**config.mk**
```make
export PLATFORM = sky130hd
export DESIGN_NAME = romsig_tester
export DESIGN_NICKNAME = d
export VERILOG_FILES = /design/src/rtl/romsig_pkg.sv /design/src/rtl/romsig_cycle_timer.sv /design/src/rtl/romsig_misr.sv /design/src/rtl/romsig_addr_seq.sv /design/src/rtl/romsig_tester.sv
export SDC_FILE = /design/constraint.sdc
export NUM_CORES = 1
export LEC_CHECK = 0
export ABC_AREA = 0
export BUFFER_PORTS_ARGS = -buffer_cell sky130_fd_sc_hd__buf_2
export CORE_MARGIN = 4
export CORE_UTILIZATION = 30
export DETAILED_ROUTE_END_ITERATION = 10
export GPL_ROUTABILITY_DRIVEN = 0
export PLACE_DENSITY_LB_ADDON = 0.2
export SYNTH_ARGS = -nofsm -noshare
export SYNTH_HDL_FRONTEND = slang
export SYNTH_SLANG_ARGS = --single-unit
```
**constraint.sdc**
```tcl
create_clock -name clk -period 3.9 [get_ports clk]
set_input_delay 0.39 -clock clk [delete_from_list [all_inputs] [get_ports clk]]
set_output_delay 0.39 -clock clk [all_outputs]
set_load 0.02 [all_outputs]
```
**src/rtl/romsig_pkg.sv**
```systemverilog
// Package: shared types and constants of the ROM signature tester.
// Assumes the signature register is 16 bits wide with the feedback taps below.
package romsig_pkg;

    // Test phases, in the order a test walks through them.
    typedef enum logic [2:0] {
        PH_IDLE,
        PH_UP,
        PH_DOWN,
        PH_PIN,
        PH_DS_SEL1,
        PH_DS_SEL2,
        PH_DS_PWR,
        PH_DONE
    } phase_t;

    localparam int          SIG_W    = 16;
    // Feedback taps for x^16 + x^12 + x^9 + x^7 + 1.
    localparam logic [15:0] SIG_POLY = 16'h1281;

endpackage

```
**src/rtl/romsig_cycle_timer.sv**
```systemverilog
// Read-cycle timer: divides the system clock into read cycles of CYCLE_CLKS
// clocks and marks the sample point and the last clock of each cycle.
// Assumes 1 <= SAMPLE_CLKS < CYCLE_CLKS, so sampling and cycle end never coincide.
module romsig_cycle_timer #(
    parameter int CYCLE_CLKS  = 200,
    parameter int SAMPLE_CLKS = 175,
    localparam int CNT_W      = $clog2(CYCLE_CLKS + 1)
) (
    input  logic clk,
    input  logic rst_n,
    input  logic run,
    output logic sample_stb,
    output logic cycle_end
);

    logic [CNT_W-1:0] cnt_q;

    // Count clocks within the read cycle; held at zero while not running.
    always_ff @(posedge clk) begin
        if (!rst_n || !run) begin
            cnt_q <= '0;
        end else if (cnt_q == CNT_W'(CYCLE_CLKS - 1)) begin
            cnt_q <= '0;
        end else begin
            cnt_q <= cnt_q + CNT_W'(1);
        end
    end

    assign sample_stb = run && (cnt_q == CNT_W'(SAMPLE_CLKS - 1));
    assign cycle_end  = run && (cnt_q == CNT_W'(CYCLE_CLKS - 1));

    // the counter never leaves the cycle range.
    p_cnt_range_r2: assert property (@(posedge clk) disable iff (!rst_n)
        cnt_q < CNT_W'(CYCLE_CLKS));

    // one clock after the sample point the cycle has not yet wrapped.
    p_sample_before_end_r4: assert property (@(posedge clk) disable iff (!rst_n)
        (sample_stb && run) |=> (cnt_q != '0 || !run));

endmodule

```
**src/rtl/romsig_misr.sv**
```systemverilog
// Multiple-input signature register: Galois-form shift with feedback taps,
// with the input word XORed into the low bits on every enabled clock.
// Assumes clr and en are never high together (the controller guarantees it).
module romsig_misr #(
    parameter int          W    = 16,
    parameter logic [W-1:0] POLY = 16'h1281
) (
    input  logic         clk,
    input  logic         rst_n,
    input  logic         clr,
    input  logic         en,
    input  logic [W-1:0] din,
    output logic [W-1:0] sig
);

    logic [W-1:0] sig_q;

    // Clear at the start of each run, otherwise fold in one sample.
    always_ff @(posedge clk) begin
        if (!rst_n || clr) begin
            sig_q <= '0;
        end else if (en) begin
            sig_q <= {sig_q[W-2:0], 1'b0} ^ (sig_q[W-1] ? POLY : '0) ^ din;
        end
    end

    assign sig = sig_q;

    // a clear leaves the register at zero.
    p_clear_zero_r5: assert property (@(posedge clk) disable iff (!rst_n)
        clr |=> (sig_q == '0));

    // without a sample the signature holds.
    p_hold_idle_r5: assert property (@(posedge clk) disable iff (!rst_n)
        (!clr && !en) |=> $stable(sig_q));

endmodule

```
**src/rtl/romsig_addr_seq.sv**
```systemverilog
// Test sequencer: walks the phases of a test, drives the memory address and
// control lines, and flags the run boundaries for the signature datapath.
// Assumes RUN_LEN and PIN_RUN_LEN are at most half the address space and at least 1.
module romsig_addr_seq
    import romsig_pkg::*;
#(
    parameter int ADDR_W      = 13,
    parameter int RUN_LEN     = 512,
    parameter int PIN_RUN_LEN = 256,
    localparam int MAX_LEN    = (RUN_LEN > PIN_RUN_LEN) ? RUN_LEN : PIN_RUN_LEN,
    localparam int RD_W       = $clog2(MAX_LEN + 1)
) (
    input  logic              clk,
    input  logic              rst_n,
    input  logic              start,
    input  logic              pin_mode,
    input  logic              desel_en,
    input  logic              cycle_end,
    output phase_t            phase,
    output logic [ADDR_W-1:0] addr,
    output logic              run,
    output logic              down_start,
    output logic              finish,
    output logic              sel1_n,
    output logic              sel2_n,
    output logic              pwrdn_n
);

    phase_t            phase_q;
    logic [ADDR_W-1:0] addr_q;
    logic [RD_W-1:0]   rd_q;
    logic              desel_q;
    logic              last_run_rd;
    logic              last_pin_rd;
    logic              quiet;

    assign last_run_rd = (rd_q == RD_W'(RUN_LEN - 1));
    assign last_pin_rd = (rd_q == RD_W'(PIN_RUN_LEN - 1));

    // Phase, address and read-count progression, one step per read cycle.
    always_ff @(posedge clk) begin
        if (!rst_n) begin
            phase_q <= PH_IDLE;
            addr_q  <= '0;
            rd_q    <= '0;
            desel_q <= 1'b0;
        end else begin
            case (phase_q)
                PH_IDLE, PH_DONE: begin
                    if (start) begin
                        desel_q <= desel_en;
                        addr_q  <= '0;
                        rd_q    <= '0;
                        phase_q <= pin_mode ? PH_PIN : PH_UP;
                    end
                end
                PH_UP: begin
                    if (cycle_end) begin
                        if (last_run_rd) begin
                            phase_q <= PH_DOWN;
                            addr_q  <= '1;
                            rd_q    <= '0;
                        end else begin
                            addr_q <= addr_q + ADDR_W'(1);
                            rd_q   <= rd_q + RD_W'(1);
                        end
                    end
                end
                PH_DOWN: begin
                    if (cycle_end) begin
                        if (last_run_rd) begin
                            phase_q <= desel_q ? PH_DS_SEL1 : PH_DONE;
                            addr_q  <= '0;
                            rd_q    <= '0;
                        end else begin
                            addr_q <= addr_q - ADDR_W'(1);
                            rd_q   <= rd_q + RD_W'(1);
                        end
                    end
                end
                PH_PIN: begin
                    if (cycle_end) begin
                        if (last_pin_rd) begin
                            phase_q <= desel_q ? PH_DS_SEL1 : PH_DONE;
                            addr_q  <= '0;
                            rd_q    <= '0;
                        end else begin
                            addr_q <= addr_q + ADDR_W'(1);
                            rd_q   <= rd_q + RD_W'(1);
                        end
                    end
                end
                PH_DS_SEL1: if (cycle_end) phase_q <= PH_DS_SEL2;
                PH_DS_SEL2: if (cycle_end) phase_q <= PH_DS_PWR;
                PH_DS_PWR:  if (cycle_end) phase_q <= PH_DONE;
                default:    phase_q <= PH_IDLE;
            endcase
        end
    end

    // Decode of phase into control lines and run-boundary strobes.
    always_comb begin
        quiet      = (phase_q == PH_IDLE) || (phase_q == PH_DONE);
        run        = !quiet;
        down_start = (phase_q == PH_UP) && cycle_end && last_run_rd;
        finish     = cycle_end && !desel_q &&
                     (((phase_q == PH_DOWN) && last_run_rd) ||
                      ((phase_q == PH_PIN) && last_pin_rd));
        finish     = finish || (cycle_end && (phase_q == PH_DS_PWR));
        sel1_n     = quiet || (phase_q == PH_DS_SEL1);
        sel2_n     = quiet || (phase_q == PH_DS_SEL2);
        pwrdn_n    = quiet || (phase_q == PH_DS_PWR);
    end

    assign phase = phase_q;
    assign addr  = addr_q;

    // within the upward run each read moves one address up.
    p_addr_up_r3: assert property (@(posedge clk) disable iff (!rst_n)
        (phase_q == PH_UP && cycle_end && !last_run_rd) |=> (addr_q == $past(addr_q) + ADDR_W'(1)));

    // within the downward run each read moves one address down.
    p_addr_down_r3: assert property (@(posedge clk) disable iff (!rst_n)
        (phase_q == PH_DOWN && cycle_end && !last_run_rd) |=> (addr_q == $past(addr_q) - ADDR_W'(1)));

    // the downward run begins at the all-ones address.
    p_down_origin_r3: assert property (@(posedge clk) disable iff (!rst_n)
        down_start |=> (addr_q == '1 && phase_q == PH_DOWN));

    // any line held inactive during a test means address 0.
    p_desel_addr_r8: assert property (@(posedge clk) disable iff (!rst_n)
        (run && (sel1_n || sel2_n || pwrdn_n)) |-> (addr_q == '0));

    // at most one control line is inactive while testing.
    p_desel_one_r8: assert property (@(posedge clk) disable iff (!rst_n)
        run |-> $onehot0({sel1_n, sel2_n, pwrdn_n}));

    // a start during a test leaves the phase unchanged.
    p_start_ignored_r9: assert property (@(posedge clk) disable iff (!rst_n)
        (run && start && !cycle_end) |=> (phase_q == $past(phase_q)));

endmodule

```
**src/rtl/romsig_tester.sv**
```systemverilog
// Top of the ROM signature tester: ties the cycle timer, sequencer and
// signature register together, keeps the reference and reports the verdict.
// Assumes rom_data reads all ones when the memory is deselected (pull-ups).
module romsig_tester
    import romsig_pkg::*;
#(
    parameter int ADDR_W      = 13,
    parameter int DATA_W      = 8,
    parameter int RUN_LEN     = 512,
    parameter int PIN_RUN_LEN = 256,
    parameter int CYCLE_CLKS  = 200,
    parameter int SAMPLE_CLKS = 175,
    localparam int SEL_W      = $clog2(DATA_W)
) (
    input  logic              clk,
    input  logic              rst_n,
    input  logic              start,
    input  logic              learn,
    input  logic              pin_mode,
    input  logic [SEL_W-1:0]  bit_sel,
    input  logic              desel_chk,
    output logic [ADDR_W-1:0] rom_addr,
    output logic              rom_sel1_n,
    output logic              rom_sel2_n,
    output logic              rom_pwrdn_n,
    input  logic [DATA_W-1:0] rom_data,
    output logic              busy,
    output logic              done,
    output logic              pass,
    output logic [SIG_W-1:0]  signature
);

    phase_t             phase;
    logic               run;
    logic               sample_stb;
    logic               cycle_end;
    logic               down_start;
    logic               finish;
    logic               accept;
    logic               compress;
    logic               ds_phase;
    logic               misr_clr;
    logic               misr_en;
    logic [SIG_W-1:0]   misr_din;
    logic [SIG_W-1:0]   misr_sig;
    logic [SIG_W-1:0]   final_sig;
    logic [SIG_W-1:0]   save_q;
    logic [SIG_W-1:0]   ref_q;
    logic [SIG_W-1:0]   sig_q;
    logic               pass_q;
    logic               learn_q;
    logic [SEL_W-1:0]   sel_q;
    logic               ds_fail_q;

    romsig_cycle_timer #(
        .CYCLE_CLKS  (CYCLE_CLKS),
        .SAMPLE_CLKS (SAMPLE_CLKS)
    ) u_timer (
        .clk        (clk),
        .rst_n      (rst_n),
        .run        (run),
        .sample_stb (sample_stb),
        .cycle_end  (cycle_end)
    );

    romsig_addr_seq #(
        .ADDR_W      (ADDR_W),
        .RUN_LEN     (RUN_LEN),
        .PIN_RUN_LEN (PIN_RUN_LEN)
    ) u_seq (
        .clk        (clk),
        .rst_n      (rst_n),
        .start      (start),
        .pin_mode   (pin_mode),
        .desel_en   (desel_chk),
        .cycle_end  (cycle_end),
        .phase      (phase),
        .addr       (rom_addr),
        .run        (run),
        .down_start (down_start),
        .finish     (finish),
        .sel1_n     (rom_sel1_n),
        .sel2_n     (rom_sel2_n),
        .pwrdn_n    (rom_pwrdn_n)
    );

    // Data selection and datapath strobes for the signature register.
    always_comb begin
        accept   = start && !run;
        compress = (phase == PH_UP) || (phase == PH_DOWN) || (phase == PH_PIN);
        ds_phase = (phase == PH_DS_SEL1) || (phase == PH_DS_SEL2) || (phase == PH_DS_PWR);
        misr_clr = accept || down_start;
        misr_en  = sample_stb && compress;
        if (phase == PH_PIN) begin
            misr_din = {{(SIG_W-1){1'b0}}, rom_data[sel_q]};
        end else begin
            misr_din = {{(SIG_W-DATA_W){1'b0}}, rom_data};
        end
        final_sig = save_q ^ misr_sig;
    end

    romsig_misr #(
        .W    (SIG_W),
        .POLY (SIG_POLY)
    ) u_misr (
        .clk   (clk),
        .rst_n (rst_n),
        .clr   (misr_clr),
        .en    (misr_en),
        .din   (misr_din),
        .sig   (misr_sig)
    );

    // Capture of the per-test options at an accepted start.
    always_ff @(posedge clk) begin
        if (!rst_n) begin
            learn_q <= 1'b0;
            sel_q   <= '0;
        end else if (accept) begin
            learn_q <= learn;
            sel_q   <= bit_sel;
        end
    end

    // Holding of the up-run signature while the down run compresses.
    always_ff @(posedge clk) begin
        if (!rst_n || accept) begin
            save_q <= '0;
        end else if (down_start) begin
            save_q <= misr_sig;
        end
    end

    // Deselect mismatch flag: any non-all-ones sample in a deselect step.
    always_ff @(posedge clk) begin
        if (!rst_n || accept) begin
            ds_fail_q <= 1'b0;
        end else if (sample_stb && ds_phase && (rom_data != '1)) begin
            ds_fail_q <= 1'b1;
        end
    end

    // Verdict, reported signature and learned reference at end of test.
    always_ff @(posedge clk) begin
        if (!rst_n) begin
            ref_q  <= '0;
            sig_q  <= '0;
            pass_q <= 1'b0;
        end else if (accept) begin
            pass_q <= 1'b0;
        end else if (finish) begin
            sig_q <= final_sig;
            if (learn_q) begin
                ref_q  <= final_sig;
                pass_q <= !ds_fail_q;
            end else begin
                pass_q <= (final_sig == ref_q) && !ds_fail_q;
            end
        end
    end

    assign busy      = run;
    assign done      = (phase == PH_DONE);
    assign pass      = pass_q;
    assign signature = sig_q;

    // busy and done never overlap.
    p_busy_done_excl_r10: assert property (@(posedge clk) disable iff (!rst_n)
        !(busy && done));

    // done persists until a new start.
    p_done_hold_r10: assert property (@(posedge clk) disable iff (!rst_n)
        (done && !start) |=> (done && $stable(pass) && $stable(signature)));

    // pass can only be reported once a test has finished.
    p_pass_when_done_r10: assert property (@(posedge clk) disable iff (!rst_n)
        pass |-> done);

    // clearing and folding a sample never happen on the same clock.
    p_clr_en_excl_r5: assert property (@(posedge clk) disable iff (!rst_n)
        !(misr_clr && misr_en));

    // every compression sample is taken with the memory fully selected.
    p_sample_selected_r2: assert property (@(posedge clk) disable iff (!rst_n)
        misr_en |-> (!rom_sel1_n && !rom_sel2_n && !rom_pwrdn_n));

    // in learn mode the reference follows the reported signature.
    p_learn_ref_r6: assert property (@(posedge clk) disable iff (!rst_n)
        (finish && learn_q) |=> (ref_q == signature));

endmodule

```
Word level (Yosys, flattened, before mapping):

Index checks and enable logic that the tools add are counted.

* word-level logic and storage cells: 124
* input port bits: 17
* flip-flop bits (word level): 105

* reduce and logical (&&, ||, !) cells: 45
* bitwise operators: 5
* $lt $le $gt $ge: 1
* mux-type cells: 32
* eq/ne operators: 24
* add/subtract/negate cells: 4

Operator list (number)
* 13-bit two-way mux: 8
* 13-bit one-hot mux with 4 select lines: 1
* 10-bit two-way mux: 5
* 16-bit bitwise XOR: 2
* 3-bit two-way mux: 10
* 10-bit one-hot mux with 3 select lines: 1
* 3-bit one-hot mux with 7 select lines: 1
* 2-bit by 1-bit inequality test with 1-bit output, second input constant: 10
* 16-bit equality test: 1
* 8-bit equality test, second input constant: 2
* 16-bit by 8-bit bitwise XOR with 16-bit output: 1
* 1-bit logical AND: 14
* 1-bit logical OR: 14
* 13-bit by 1-bit adder with 13-bit output, second input constant: 1
* 13-bit by 1-bit subtractor with 13-bit output, second input constant: 1
* 3-bit equality test, second input constant: 4
* 10-bit by 1-bit adder with 10-bit output, second input constant: 1
* 10-bit by 8-bit equality test with 1-bit output, second input constant: 1
* 10-bit by 9-bit equality test with 1-bit output, second input constant: 1
* 10-bit AND reduction: 1
* 8-bit by 1-bit adder with 8-bit output, second input constant: 1
* 8-bit two-way mux: 1
* 8-bit inequality test, second input constant: 1
* 2-bit OR reduction: 4
* 16 further kinds: 24

Depth between registers and ports, before layout:

* word-level depth: 8
* gate-level depth with buffers: 8
* depth with buffers taken out: 7

Hierarchy:

From an unflattened synthesis, not the netlist that was laid out.

* cells, all modules: 678
* area total of the unflattened synthesis: 6149.6 um2

By module, submodules not included
* romsig_tester: times used 1, area each 2635.0 um2, cells each 245, seq. area each 1081.0 um2
* romsig_addr_seq: times used 1, area each 2321.0 um2, cells each 317, seq. area each 540.5 um2
* romsig_misr: times used 1, area each 820.8 um2, cells each 74, seq. area each 320.3 um2
* romsig_cycle_timer: times used 1, area each 372.9 um2, cells each 42, seq. area each 160.2 um2

Worst setup path after synthesis:

No wires, ideal clock.

* kind: reg-to-reg
* start point: register u_seq.addr_q[0] (netlist: u_seq.addr[0])
* end point: register u_seq.addr_q[10] (netlist: u_seq.addr[10])
* arrival time: 1887 ps
* required time: 3780 ps
* period minus slack after synthesis: 2006 ps
* setup slack: 1894 ps
* stages on the path, launching flop included: 8
* path through: dfxtp_1 > inv_1 > ha_1 > or4b_4 > nor2_1 > a311oi_1 > o21a_1 > o31a_1

* cells in the longest elaborated chain, start to end: 4
* elaborated cells on any way between the ends: 9

Ends and longest elaborated chain
* start: declaration: RTL line romsig_addr_seq.sv:30 `logic [ADDR_W-1:0] addr_q;`
* start signal: assignment: RTL line romsig_addr_seq.sv:64 `addr_q <= addr_q + ADDR_W'(1);`
* start signal: assignment: RTL line romsig_addr_seq.sv:76 `addr_q <= addr_q - ADDR_W'(1);`
* start signal: assignment: RTL line romsig_addr_seq.sv:88 `addr_q <= addr_q + ADDR_W'(1);`
* 13-bit by 1-bit adder with 13-bit output or 13-bit by 1-bit subtractor with 13-bit output (tied branches): RTL line romsig_addr_seq.sv:64, romsig_addr_seq.sv:88, romsig_addr_seq.sv:76
* 13-bit two-way mux, on equally long branches: RTL line romsig_addr_seq.sv:83, romsig_addr_seq.sv:59, romsig_addr_seq.sv:71
* 13-bit two-way mux, on equally long branches: RTL line romsig_addr_seq.sv:82, romsig_addr_seq.sv:58, romsig_addr_seq.sv:70
* 13-bit one-hot mux with 4 select lines (*): RTL line romsig_addr_seq.sv:48 `case (phase_q)`

Mark *: on every way between the ends. The rest lies on a longest branch, timed or not. The select of a mux whose other input is x is not followed.
A chain may end at the register's enable or synchronous reset.

Final worst setup path:

* start point: register u_seq.phase_q[0] (netlist: u_seq.phase[0])
* end point: register sig_q[5] (netlist: signature[5])

* cells in the longest elaborated chain, start to end: 8
* elaborated cells on any way between the ends: 18

Ends and longest elaborated chain
* start: declaration: RTL line romsig_addr_seq.sv:29 `phase_t phase_q;`
* start signal: assignment: RTL line romsig_addr_seq.sv:54 `phase_q <= pin_mode ? PH_PIN : PH_UP;`
* start signal: assignment: RTL line romsig_addr_seq.sv:72 `phase_q <= desel_q ? PH_DS_SEL1 : PH_DONE;`
* start signal: assignment: RTL line romsig_addr_seq.sv:84 `phase_q <= desel_q ? PH_DS_SEL1 : PH_DONE;`
* 3-bit equality test or 3-bit logical NOT (tied branches): RTL line romsig_addr_seq.sv:103 `quiet = (phase_q == PH_IDLE) || (phase_q == PH_DONE);`
* 1-bit logical OR: RTL line romsig_addr_seq.sv:103
* 1-bit logical NOT: RTL line romsig_addr_seq.sv:104 `run = !quiet;`
* 1-bit logical AND: RTL line romsig_cycle_timer.sv:30 `assign cycle_end = run && (cnt_q == CNT_W'(CYCLE_CLKS - 1));`
* 1-bit logical AND (2 in a row): RTL line romsig_addr_seq.sv:106 `finish = cycle_end && !desel_q &&`
* 1-bit logical OR: RTL line romsig_addr_seq.sv:109 `finish = finish || (cycle_end && (phase_q == PH_DS_PWR));`
* 2-bit AND reduction (no line) (*)
* end signal: assignment: RTL line romsig_tester.sv:152 `sig_q <= final_sig;`
* end: declaration: RTL line romsig_tester.sv:49 `logic [SIG_W-1:0] sig_q;`

Mark *: on every way between the ends. The rest lies on a longest branch, timed or not.

==> results.sh <==
export IMPL_status="complete, no violations"
export IMPL_synth_fp_nets=635
export IMPL_worst_r2r_path_depth=5
export IMPL_n_antenna_cell=0
export IMPL_ys_seq_area_share_pct=38.5
export IMPL_clk_pin_slew_ns=0.08
export IMPL_fmax_mhz=395
export IMPL_viasPerCell=5.20
export IMPL_syn2layout_area_growth_pct=12.4
export IMPL_antenna_found_initial=0
export IMPL_ant_nets=0
export IMPL_critPathKind="flop to flop"
export IMPL_cp_max_fo=34
export IMPL_worstHoldPathType="input pin to flop"
export IMPL_tightestPinTransition_ns=1.08
export IMPL_relSlewSlack_pct=27.5
export IMPL_syn_area_sq_um=5470
export IMPL_grt_pass1_vias=4099
export IMPL_fin_crit_ns=2.53
export IMPL_dieArea_sq_um=20400
export IMPL_synthFlopType="dfxtp_1"
export IMPL_power_density_nw_per_um2=447
export IMPL_cts_sinks=105
export IMPL_dp_final_hpwl_mm=9.85
export IMPL_total_power_mw=2.75
export IMPL_avgSynthCellArea_sq_um=8.92
export IMPL_core_area_sq_um=18000
export IMPL_final_layout_size_suffix_gt1_share_pct=15.8
export IMPL_syn_inst=613
export IMPL_yosys_warnings=0
export IMPL_stdcell_area_sq_um=6140
export IMPL_die_h_um=143
export IMPL_async_flop_share_pct=0
export IMPL_place_area_sq_um=5850
export IMPL_cp_data_required_time_ns=4.16
export IMPL_grt_use_total_pct=13.4
export IMPL_cts_buffer_depth=2
export IMPL_synth_edff_count=0
export IMPL_skew_ns=0.0125
export IMPL_cts_root_buf="clkbuf_16"
export IMPL_cts_resized=0
export IMPL_fin_nets=667
export IMPL_timing_critical_path_to_type="flop"
export IMPL_period_share_pct=64.9
export IMPL_irDropWorstVdd_mv=0.328
export IMPL_floorplan_initialDensity_pct=30.4
export IMPL_total_leakage_power_nw=2.12
export IMPL_cts_hold_buffers=0
export IMPL_grt_overflow=0
export IMPL_io_pins=52
export IMPL_grt_pass1_wl_mm=21.9
export IMPL_std_cell_rows=49
export IMPL_max_cap_violations=0
export IMPL_io_buffers=51
export IMPL_vias=4571
export IMPL_detail_route_first_pass_iterations=6
export IMPL_cts_setup_buffers=0
export IMPL_rsz0062_at_grt="false"
export IMPL_final_common_cell="dfxtp_1"
export IMPL_routed_wl_mm=13.6
export IMPL_grt_max_degree=46
export IMPL_synth_seq_cells=105
export IMPL_layout_common_cells="dfxtp_1 (105), nor2_1 (84), nand2_1 (59), buf_2 (51), a211oi_1 (44)"
export IMPL_worstPathArrival_ns=2.80
export IMPL_setup_viol=0
export IMPL_clock_insertion_delay_worst_skew_ns=0.36
export IMPL_hold_violations=0
export IMPL_drv_slew=0
export IMPL_dieWidth_um=143
export IMPL_wl_per_cell_um=15.5
export IMPL_hold_depth=3
export IMPL_drtIter0Drc=403
export IMPL_cts_made_buffers=9
export IMPL_tns_ns=0
export IMPL_cp_start_kind="flop"
export IMPL_drc=0
export IMPL_synthDistinctLibCells=80
export IMPL_cts_tree="done"
export IMPL_htreeDepth=3
==> state kept, by name, indices dropped and copies added (netlist names) <==
signal and cells:
u_seq.addr 13, ref_q 16, u_seq.desel_q 1, u_misr.sig 16, u_seq.phase 3, save_q 16
pass 1, learn_q 1, signature 16, u_seq.rd_q 10, sel_q 3, ds_fail_q 1
u_timer.cnt_q 8
==> worst max-delay path, stage by stage (launching register included) <==
cell and delay, ns:
dfxtp_1 0.69, xor2_1 0.25, a41oi_2 0.24, nor3_4 0.91
nor2_1 0.09, a211oi_1 0.24
==> final cells by class <==
type | count | area (sq um)
tap | 229 | 287
timing repair buffer | 54 | 278
multi-input combinational | 463 | 3140
sequential | 105 | 2100
clock buffer | 10 | 229
inverter | 12 | 45.0
fill | 1844 | 11800
clock inverter | 6 | 61.3
==> kinds of logic after synthesis <==
logic type,synth area share (%)
adders and majority gates,1.14
DFF,38.5
xor gates and xnor gates,11.8
muxes,3.80
AOI/OAI and AO/OA,19.2
buffers and inverters,4.10
and+or+nand+nor,21.5
==> routing by layer <==
layer | track usage (%) | vias to the layer above | share of wire (%)
met3 | 2.71 | 15 | 4.8
met5 | 0 | - | 0
li1 | - | 2293 | -
met2 | 19.3 | 104 | 42
met4 | 4.50 | 0 | 1.2
met1 | 19.7 | 2159 | 52
==> per-stage QoR <==
stage,utilization (%),setup slack [ns],hold slack [ns],std cells
2_1_floorplan,-,1.89,0.437,613
4_1_cts,34.2,1.33,0.252,879
5_1_grt,34.2,1.04,0.253,879
6_report,34.2,1.37,0.258,879
3_5_place_dp,32.6,1.35,0.458,863
3_3_place_gp,32.6,1.48,0.450,863
==> cell usage after synthesis (all sizes together) (3+ instances only) <==
| cell type | n | area, sq um |
|---|---|---|
| dfxtp | 105 | 2100 |
| nor2 | 86 | 328 |
| nand2 | 60 | 228 |
| a211oi | 44 | 330 |
| xnor2 | 41 | 359 |
| a21oi | 30 | 150 |
| buf | 20 | 130 |
| o21ai | 20 | 104 |
| xor2 | 17 | 149 |
| nand3 | 16 | 80.1 |
| mux2i | 14 | 140 |
| clkbuf | 13 | 48.8 |
| nand4 | 13 | 81.3 |
| inv | 12 | 45.0 |
| nor3 | 12 | 76.3 |
| nor4 | 8 | 71.3 |
| a22o | 6 | 52.6 |
| xnor3 | 6 | 135 |
| ha | 5 | 62.6 |
| o211ai | 5 | 42.5 |
| or3 | 5 | 36.3 |
| a21boi | 4 | 30.0 |
| a31oi | 4 | 25.0 |
| and4 | 4 | 35.0 |
| nor3b | 4 | 51.3 |
| or2 | 4 | 25.0 |
| or4 | 4 | 37.5 |
| and2 | 3 | 21.3 |
| nor2b | 3 | 18.8 |
| o221ai | 3 | 26.3 |
==> where the power goes <==
group          leakage [nW]  internal (mW)  switching, mW
clock                 0.138          0.450          0.454
combinational          1.13          0.232          0.415
sequential            0.847           1.11         0.0842
total                  2.12           1.79          0.953
==> worst paths after layout <==
check                  from  slack [ns]           end
max          u_seq.phase[0]        1.37  signature[5]
min              bit_sel[0]        0.26      sel_q[0]
max reg2reg  u_seq.phase[0]        1.37  signature[5]
min reg2reg      save_q[11]        0.47    save_q[11]
Note: power is estimated with default switching activity, not from simulation.
